[src/rtl/eprom_pgm_pkg.sv]
`timescale 1ns/1ps
// Shared types for the EPROM program-and-verify sequencer.
// Assumes: nothing beyond the encodings listed here.
package eprom_pgm_pkg;

    typedef enum logic [3:0] {
        ST_IDLE,
        ST_BLANK_REQ,
        ST_BLANK_CHK,
        ST_PULSE,
        ST_VER_REQ,
        ST_VER_CHK,
        ST_XPULSE,
        ST_XGAP,
        ST_MLO_SET,
        ST_MLO_REQ,
        ST_MLO_CHK,
        ST_MHI_SET,
        ST_MHI_REQ,
        ST_MHI_CHK
    } seq_state_t;

    typedef enum logic [1:0] {
        RES_PASS     = 2'b00,
        RES_FAIL     = 2'b01,
        RES_NOTBLANK = 2'b10
    } pgm_result_t;

endpackage

[src/rtl/eprom_pulse_timer.sv]
`timescale 1ns/1ps
// Program pulse timer: holds active high for exactly `width` cycles after start.
// Assumes: width >= 1 and start is not raised while active.
module eprom_pulse_timer #(
    parameter int CW = 16
) (
    input  logic          clk,
    input  logic          rst_n,
    input  logic          start,
    input  logic [CW-1:0] width,
    output logic          active,
    output logic          last
);

    logic [CW-1:0] remain;

    // Load the width on start, then count down to zero.
    always_ff @(posedge clk) begin
        if (!rst_n)
            remain <= '0;
        else if (start)
            remain <= width;
        else if (remain != '0)
            remain <= remain - 1'b1;
    end

    assign active = (remain != '0);
    assign last   = (remain == CW'(1));

endmodule

[src/rtl/eprom_pulse_tally.sv]
`timescale 1ns/1ps
// Pulse bookkeeping: counts counting-phase pulses and margin pulses.
// Assumes: clear comes only at run start; extra_clr comes after the counting phase.
module eprom_pulse_tally #(
    parameter int MAX_PULSES = 25,
    parameter int EXTRA_MULT = 3
) (
    input  logic clk,
    input  logic rst_n,
    input  logic clear,
    input  logic main_inc,
    input  logic extra_clr,
    input  logic extra_inc,
    output logic at_cap,
    output logic extra_last
);

    localparam int NW = $clog2(MAX_PULSES + 1);
    localparam int XW = $clog2(EXTRA_MULT * MAX_PULSES + 2);

    logic [NW-1:0] main_cnt;
    logic [XW-1:0] extra_cnt;
    logic [XW-1:0] extra_goal;

    // Counting-phase pulse tally, zeroed when a new address is loaded.
    always_ff @(posedge clk) begin
        if (!rst_n || clear)
            main_cnt <= '0;
        else if (main_inc)
            main_cnt <= main_cnt + 1'b1;
    end

    // Margin pulse tally.
    always_ff @(posedge clk) begin
        if (!rst_n || extra_clr)
            extra_cnt <= '0;
        else if (extra_inc)
            extra_cnt <= extra_cnt + 1'b1;
    end

    assign extra_goal = XW'(main_cnt) * XW'(EXTRA_MULT);
    assign at_cap     = (main_cnt == NW'(MAX_PULSES));
    assign extra_last = ((extra_cnt + 1'b1) == extra_goal);

endmodule

[src/rtl/eprom_word_cmp.sv]
`timescale 1ns/1ps
// Read-back comparator: blank detection and full-width match.
// Assumes: an erased bit reads as 1.
module eprom_word_cmp #(
    parameter int WW = 16
) (
    input  logic [WW-1:0] rd_word,
    input  logic [WW-1:0] exp_word,
    output logic          is_blank,
    output logic          match
);

    assign is_blank = &rd_word;
    assign match    = (rd_word == exp_word);

endmodule

[src/rtl/eprom_pgm_seq.sv]
`timescale 1ns/1ps
// EPROM word program-and-verify sequencer (top).
// Blank check, adaptive pulse/verify loop, 3x margin pulses, dual-margin verify.
// Assumes: rd_data is valid one cycle after verify_req; byte buses stable with start.
module eprom_pgm_seq #(
    parameter int BYTE_W        = 8,
    parameter int USR_PULSE_CYC = 2000,
    parameter int CYC_PER_US    = 20,
    parameter int CFG_PULSE_US  = 100,
    parameter int MAX_PULSES    = 25,
    parameter int EXTRA_MULT    = 3
) (
    input  logic                clk,
    input  logic                rst_n,
    input  logic                start,
    input  logic                cfg_mode,
    input  logic [BYTE_W-1:0]   addr_hi,
    input  logic [BYTE_W-1:0]   addr_lo,
    input  logic [BYTE_W-1:0]   data_hi,
    input  logic [BYTE_W-1:0]   data_lo,
    input  logic [2*BYTE_W-1:0] rd_data,
    output logic [2*BYTE_W-1:0] mem_addr,
    output logic [2*BYTE_W-1:0] mem_wdata,
    output logic                pulse_en,
    output logic                verify_req,
    output logic                margin_en,
    output logic                margin_hi,
    output logic                busy,
    output logic                done,
    output logic [1:0]          status
);
    import eprom_pgm_pkg::*;

    localparam int WORD_W        = 2 * BYTE_W;
    localparam int CFG_PULSE_CYC = CFG_PULSE_US * CYC_PER_US;
    localparam int MAX_W         = (CFG_PULSE_CYC > USR_PULSE_CYC) ? CFG_PULSE_CYC : USR_PULSE_CYC;
    localparam int TW            = $clog2(MAX_W + 1);

    seq_state_t  st, nxt;
    logic        cfg_q;
    logic [TW-1:0] width_sel;
    logic        tmr_start, tmr_active, tmr_last;
    logic        main_inc, extra_inc, extra_clr, tally_clr;
    logic        at_cap, extra_last;
    logic        is_blank, match;
    logic        fin;
    pgm_result_t fin_code;

    eprom_pulse_timer #(.CW(TW)) u_timer (
        .clk    (clk),
        .rst_n  (rst_n),
        .start  (tmr_start),
        .width  (width_sel),
        .active (tmr_active),
        .last   (tmr_last)
    );

    eprom_pulse_tally #(.MAX_PULSES(MAX_PULSES), .EXTRA_MULT(EXTRA_MULT)) u_tally (
        .clk        (clk),
        .rst_n      (rst_n),
        .clear      (tally_clr),
        .main_inc   (main_inc),
        .extra_clr  (extra_clr),
        .extra_inc  (extra_inc),
        .at_cap     (at_cap),
        .extra_last (extra_last)
    );

    eprom_word_cmp #(.WW(WORD_W)) u_cmp (
        .rd_word  (rd_data),
        .exp_word (mem_wdata),
        .is_blank (is_blank),
        .match    (match)
    );

    assign width_sel = cfg_q ? TW'(CFG_PULSE_CYC) : TW'(USR_PULSE_CYC);
    assign tally_clr = (st == ST_IDLE) && start;

    // Next-state and control strobes of the sequencer.
    always_comb begin
        nxt       = st;
        tmr_start = 1'b0;
        main_inc  = 1'b0;
        extra_inc = 1'b0;
        extra_clr = 1'b0;
        fin       = 1'b0;
        fin_code  = RES_PASS;
        unique case (st)
            ST_IDLE:      if (start) nxt = ST_BLANK_REQ;
            ST_BLANK_REQ: nxt = ST_BLANK_CHK;
            ST_BLANK_CHK: begin
                if (!is_blank) begin
                    fin      = 1'b1;
                    fin_code = RES_NOTBLANK;
                    nxt      = ST_IDLE;
                end else begin
                    tmr_start = 1'b1;
                    nxt       = ST_PULSE;
                end
            end
            ST_PULSE: begin
                if (tmr_last) begin
                    main_inc = 1'b1;
                    nxt      = ST_VER_REQ;
                end
            end
            ST_VER_REQ:   nxt = ST_VER_CHK;
            ST_VER_CHK: begin
                if (match) begin
                    extra_clr = 1'b1;
                    tmr_start = 1'b1;
                    nxt       = ST_XPULSE;
                end else if (at_cap) begin
                    fin      = 1'b1;
                    fin_code = RES_FAIL;
                    nxt      = ST_IDLE;
                end else begin
                    tmr_start = 1'b1;
                    nxt       = ST_PULSE;
                end
            end
            ST_XPULSE: begin
                if (tmr_last) begin
                    extra_inc = 1'b1;
                    nxt       = extra_last ? ST_MLO_SET : ST_XGAP;
                end
            end
            ST_XGAP: begin
                tmr_start = 1'b1;
                nxt       = ST_XPULSE;
            end
            ST_MLO_SET:   nxt = ST_MLO_REQ;
            ST_MLO_REQ:   nxt = ST_MLO_CHK;
            ST_MLO_CHK: begin
                if (match) begin
                    nxt = ST_MHI_SET;
                end else begin
                    fin      = 1'b1;
                    fin_code = RES_FAIL;
                    nxt      = ST_IDLE;
                end
            end
            ST_MHI_SET:   nxt = ST_MHI_REQ;
            ST_MHI_REQ:   nxt = ST_MHI_CHK;
            ST_MHI_CHK: begin
                fin      = 1'b1;
                fin_code = match ? RES_PASS : RES_FAIL;
                nxt      = ST_IDLE;
            end
            default:      nxt = ST_IDLE;
        endcase
    end

    // State register.
    always_ff @(posedge clk) begin
        if (!rst_n)
            st <= ST_IDLE;
        else
            st <= nxt;
    end

    // Capture address, data and mode when a run is accepted.
    always_ff @(posedge clk) begin
        if (!rst_n) begin
            mem_addr  <= '0;
            mem_wdata <= '0;
            cfg_q     <= 1'b0;
        end else if (tally_clr) begin
            mem_addr  <= {addr_hi, addr_lo};
            mem_wdata <= {data_hi, data_lo};
            cfg_q     <= cfg_mode;
        end
    end

    // End-of-run strobe and result.
    always_ff @(posedge clk) begin
        if (!rst_n) begin
            done   <= 1'b0;
            status <= RES_PASS;
        end else begin
            done <= fin;
            if (fin)
                status <= fin_code;
        end
    end

    assign pulse_en   = tmr_active;
    assign verify_req = (st == ST_BLANK_REQ) || (st == ST_VER_REQ) ||
                        (st == ST_MLO_REQ)   || (st == ST_MHI_REQ);
    assign margin_hi  = (st == ST_MHI_SET) || (st == ST_MHI_REQ) || (st == ST_MHI_CHK);
    assign margin_en  = margin_hi ||
                        (st == ST_MLO_SET) || (st == ST_MLO_REQ) || (st == ST_MLO_CHK);
    assign busy       = (st != ST_IDLE);

endmodule

[config.mk]
export PLATFORM = sky130hd
export DESIGN_NAME = eprom_pgm_seq
export DESIGN_NICKNAME = d
export VERILOG_FILES = /design/src/rtl/eprom_pgm_pkg.sv /design/src/rtl/eprom_pulse_timer.sv /design/src/rtl/eprom_pulse_tally.sv /design/src/rtl/eprom_word_cmp.sv /design/src/rtl/eprom_pgm_seq.sv
export SDC_FILE = /design/constraint.sdc
export NUM_CORES = 1
export LEC_CHECK = 0
export ABC_AREA = 0
export BUFFER_PORTS_ARGS = -buffer_cell sky130_fd_sc_hd__buf_2
export CAP_MARGIN = 20
export CORE_AREA = 2 2 119 121
export CTS_CLUSTER_DIAMETER = 50
export DETAILED_ROUTE_END_ITERATION = 10
export DIE_AREA = 0 0 121 123
export PLACE_DENSITY_LB_ADDON = 0.25
export REMOVE_ABC_BUFFERS = 1
export SKIP_CTS_REPAIR_TIMING = 1
export SLEW_MARGIN = 20
export SYNTH_ARGS = -nofsm -noshare
export SYNTH_HDL_FRONTEND = slang
export SYNTH_SLANG_ARGS = --single-unit
[constraint.sdc]
create_clock -name clk -period 3.4 [get_ports clk]
set_input_delay 0.51 -clock clk [delete_from_list [all_inputs] [get_ports clk]]
set_output_delay 0.51 -clock clk [all_outputs]
set_load 0.01 [all_outputs]
==> impl_metrics.env <==
export IMPL_final_cell_mix="buf_2, nand2_1, dfxtp_1"
export IMPL_worst_slack_ns=0.846
export IMPL_synth_cell_type_count=47
export IMPL_synth_top_cell_area_share=0.374
export IMPL_drt_total_wl_um=9100
export IMPL_rsz0062_at_grt="no"
export IMPL_initialDrtViolationCount=112
export IMPL_ys_seq_area_frac=0.374
export IMPL_viasPerCell=4.51
export IMPL_fin_worst_skew_ns=0.00374
export IMPL_cts_made_buffers=9
export IMPL_peakVddDrop_uv=318
export IMPL_synth_edf_count=0
export IMPL_crit_type="register to register"
export IMPL_power_internal_mw=2.07
export IMPL_crit_path_start_kind="register"
export IMPL_drc=0
export IMPL_synth_warnings=0
export IMPL_fillers=1450
export IMPL_core_area_mm2=0.0136
export IMPL_cts_tree="built"
export IMPL_htree_levels=3
export IMPL_grt_ovfl_total=0
export IMPL_post_place_ws_ns=0.833
export IMPL_grt_max_degree=47
export IMPL_p_seq_frac=0.329
export IMPL_slowest_delay_ns=0.44
export IMPL_hold_class="input port to register"
export IMPL_die_h_um=123
export IMPL_stdcell_count=670
export IMPL_start_util=0.244
export IMPL_tightest_slew_ns=0.771
export IMPL_synth_seq_cells=62
export IMPL_power_net_switching_mw=1.10
export IMPL_insertion_delay_ns=0.33
export IMPL_vias=3024
export IMPL_clk_pin_slew_ns=0.06
export IMPL_dieArea_mm2=0.0149
export IMPL_power_density_mw_per_mm2=738
export IMPL_worstPathRequired_ns=3.60
export IMPL_synth_ff_type="dfxtp_1"
export IMPL_grt_pass1_wl_um=15200
export IMPL_power_leakage_nw=1.85
export IMPL_cts_sinks=62
export IMPL_tns_ns=0
export IMPL_insertedDiodeCount=0
export IMPL_drtPass1Iterations=4
export IMPL_worstPathCellList="ha_1 -> inv_1 -> fa_1 -> xnor3_1 -> xnor2_1 -> and4_1 -> a21oi_1 -> nor3_1 -> a311oi_1"
export IMPL_fp_row_count=43
export IMPL_hold_viol=0
export IMPL_gp_congestion=0.851
export IMPL_die_x_um=121
export IMPL_relSlewSlack=0.486
export IMPL_fmax_ghz=0.392
export IMPL_pwr_share_clk=0.359
export IMPL_cts_root_buf="clkbuf_16"
export IMPL_antenna_found_initial=0
export IMPL_wl_per_cell_um=13.6
export IMPL_detail_route_antenna_nets=0
export IMPL_io_buffers=90
export IMPL_cp_max_fo=5
export IMPL_drv_cap=0
export IMPL_grt_pass1_vias=2997
export IMPL_netlist_area_mm2=0.00332
export IMPL_fin_crit_ns=2.55
export IMPL_area_delta_synth_final_pct=29.2
export IMPL_ys_async_sr_fraction=0
export IMPL_slew_violations=0
export IMPL_drive_gt1_frac=0.231
export IMPL_path_delay_family="adder cells"
export IMPL_switching_share=0.348
export IMPL_dp_hpwl_um=6760
export IMPL_setup_viol=0
export IMPL_endpoint_kind="register"
export IMPL_syn_area_per_cell_um2=8.28
export IMPL_nets=548
export IMPL_p_comb_frac=0.311
export IMPL_post_place_cells=654
export IMPL_layout_commonest_cell="buf_2"
export IMPL_final_util=0.315
export IMPL_slowest_stage="dfxtp_1"
export IMPL_grt_util_all_layers=0.131
export IMPL_top_level_ports=92
export IMPL_synth_area_leaders="dfxtp_1, nand2_1, a21boi_0"
export IMPL_holdWs_ns=0.414
export IMPL_postSynthCellCount=401
export IMPL_crit_arrival_ns=2.75
export IMPL_worst_path_buf_inv=1
export IMPL_clk_path_buf_depth=2
export IMPL_final_period_utilization=0.751
export IMPL_synth_top_area_cell="dfxtp_1"
export IMPL_status="finished, final reports clean"
## flip-flops by register name, summed over array words and instances (netlist names)
register and flops:
u_tally.extra_cnt 7, u_tally.main_cnt 5, status 2, u_timer.remain 11
st 4, done 1, mem_addr 16, mem_wdata 16
## cells in the mapped netlist (3+ instances only)
cell / count
buf_2: 6
clkbuf_1: 11
nor3_1: 5
nand4_1: 6
a311oi_1: 3
nor4_1: 7
dfxtp_1: 62
o21ai_0: 4
a21oi_1: 10
nand2_1: 83
a211oi_1: 4
ha_1: 10
inv_1: 10
xnor2_1: 17
a21boi_0: 34
xor2_1: 26
nor2_1: 36
a31oi_1: 3
and4_1: 4
a21boi_1: 5
nand3_1: 16
nor2b_1: 6
## worst register-to-register path, stage by stage, from the launching register on
cell,delay [ns]
dfxtp_1,0.44
ha_1,0.24
inv_1,0.07
fa_1,0.41
xnor3_1,0.36
xnor2_1,0.13
and4_1,0.23
a21oi_1,0.07
nor3_1,0.32
a311oi_1,0.15
## power by group through the flow
stage / sequential [mW] / combinational [mW] / clock [mW]
after floorplan: 1.06 / 0.609 / 0
after global placement: 1.05 / 0.983 / 0
after detailed placement: 1.06 / 0.994 / 0
after CTS: 1.04 / 0.998 / 1.17
after global routing: 1.07 / 1.13 / 1.21
final: 1.04 / 0.986 / 1.14
## path summary, 6_finish.rpt
check / slack, ns / from / end / depth (start not counted)
worst max-delay path: 0.85 / u_tally.main_cnt[0]$_SDFFE_PP0P_ / st[1]$_SDFFE_PN0P_ / 9
worst min-delay path: 0.41 / addr_hi[3] / mem_addr[11]$_SDFFE_PN0P_ / 3
worst max register to register: 0.85 / u_tally.main_cnt[0]$_SDFFE_PP0P_ / st[1]$_SDFFE_PN0P_ / 9
worst min register to register: 0.46 / mem_addr[14]$_SDFFE_PN0P_ / mem_addr[14]$_SDFFE_PN0P_ / 2
## cell type report
class / instances / area (um2) / share of cell area
multi-input combinational: 309 / 1940 / 0.452
sequential: 62 / 1240 / 0.289
timing repair buffer: 93 / 473 / 0.110
clock buffer: 9 / 225 / 0.0525
tap: 180 / 225 / 0.0525
clock inverter: 7 / 146 / 0.0341
inverter: 10 / 37.5 / 0.00875
## stage by stage
stage	area (um2)	power, mW
finish	4290	3.17
global route	4290	3.41
CTS	4290	3.21
detailed placement	3920	2.05
global placement	3920	2.04
floorplan	3220	1.67
## metal layers
metal  vias to the layer above  global-route usage  share of wire
met5                         -                   0              0
met2                       109               0.197           0.44
met3                         7              0.0521          0.086
met1                      1380               0.166           0.47
met4                         0              0.0531          0.010
li1                       1528                   -              -
## logic make-up after synthesis
| family | Yosys count | share of synthesized area |
|---|---|---|
| adders and majority gates | 11 | 0.0437 |
| muxes | 2 | 0.00603 |
| xor gates and xnor gates | 46 | 0.135 |
| and+or+nand+nor | 174 | 0.238 |
| AOI/OAI and AO/OA | 76 | 0.162 |
| buffers and inverters | 30 | 0.0418 |
| DFF | 62 | 0.374 |
(Power assumes the default switching activity.)
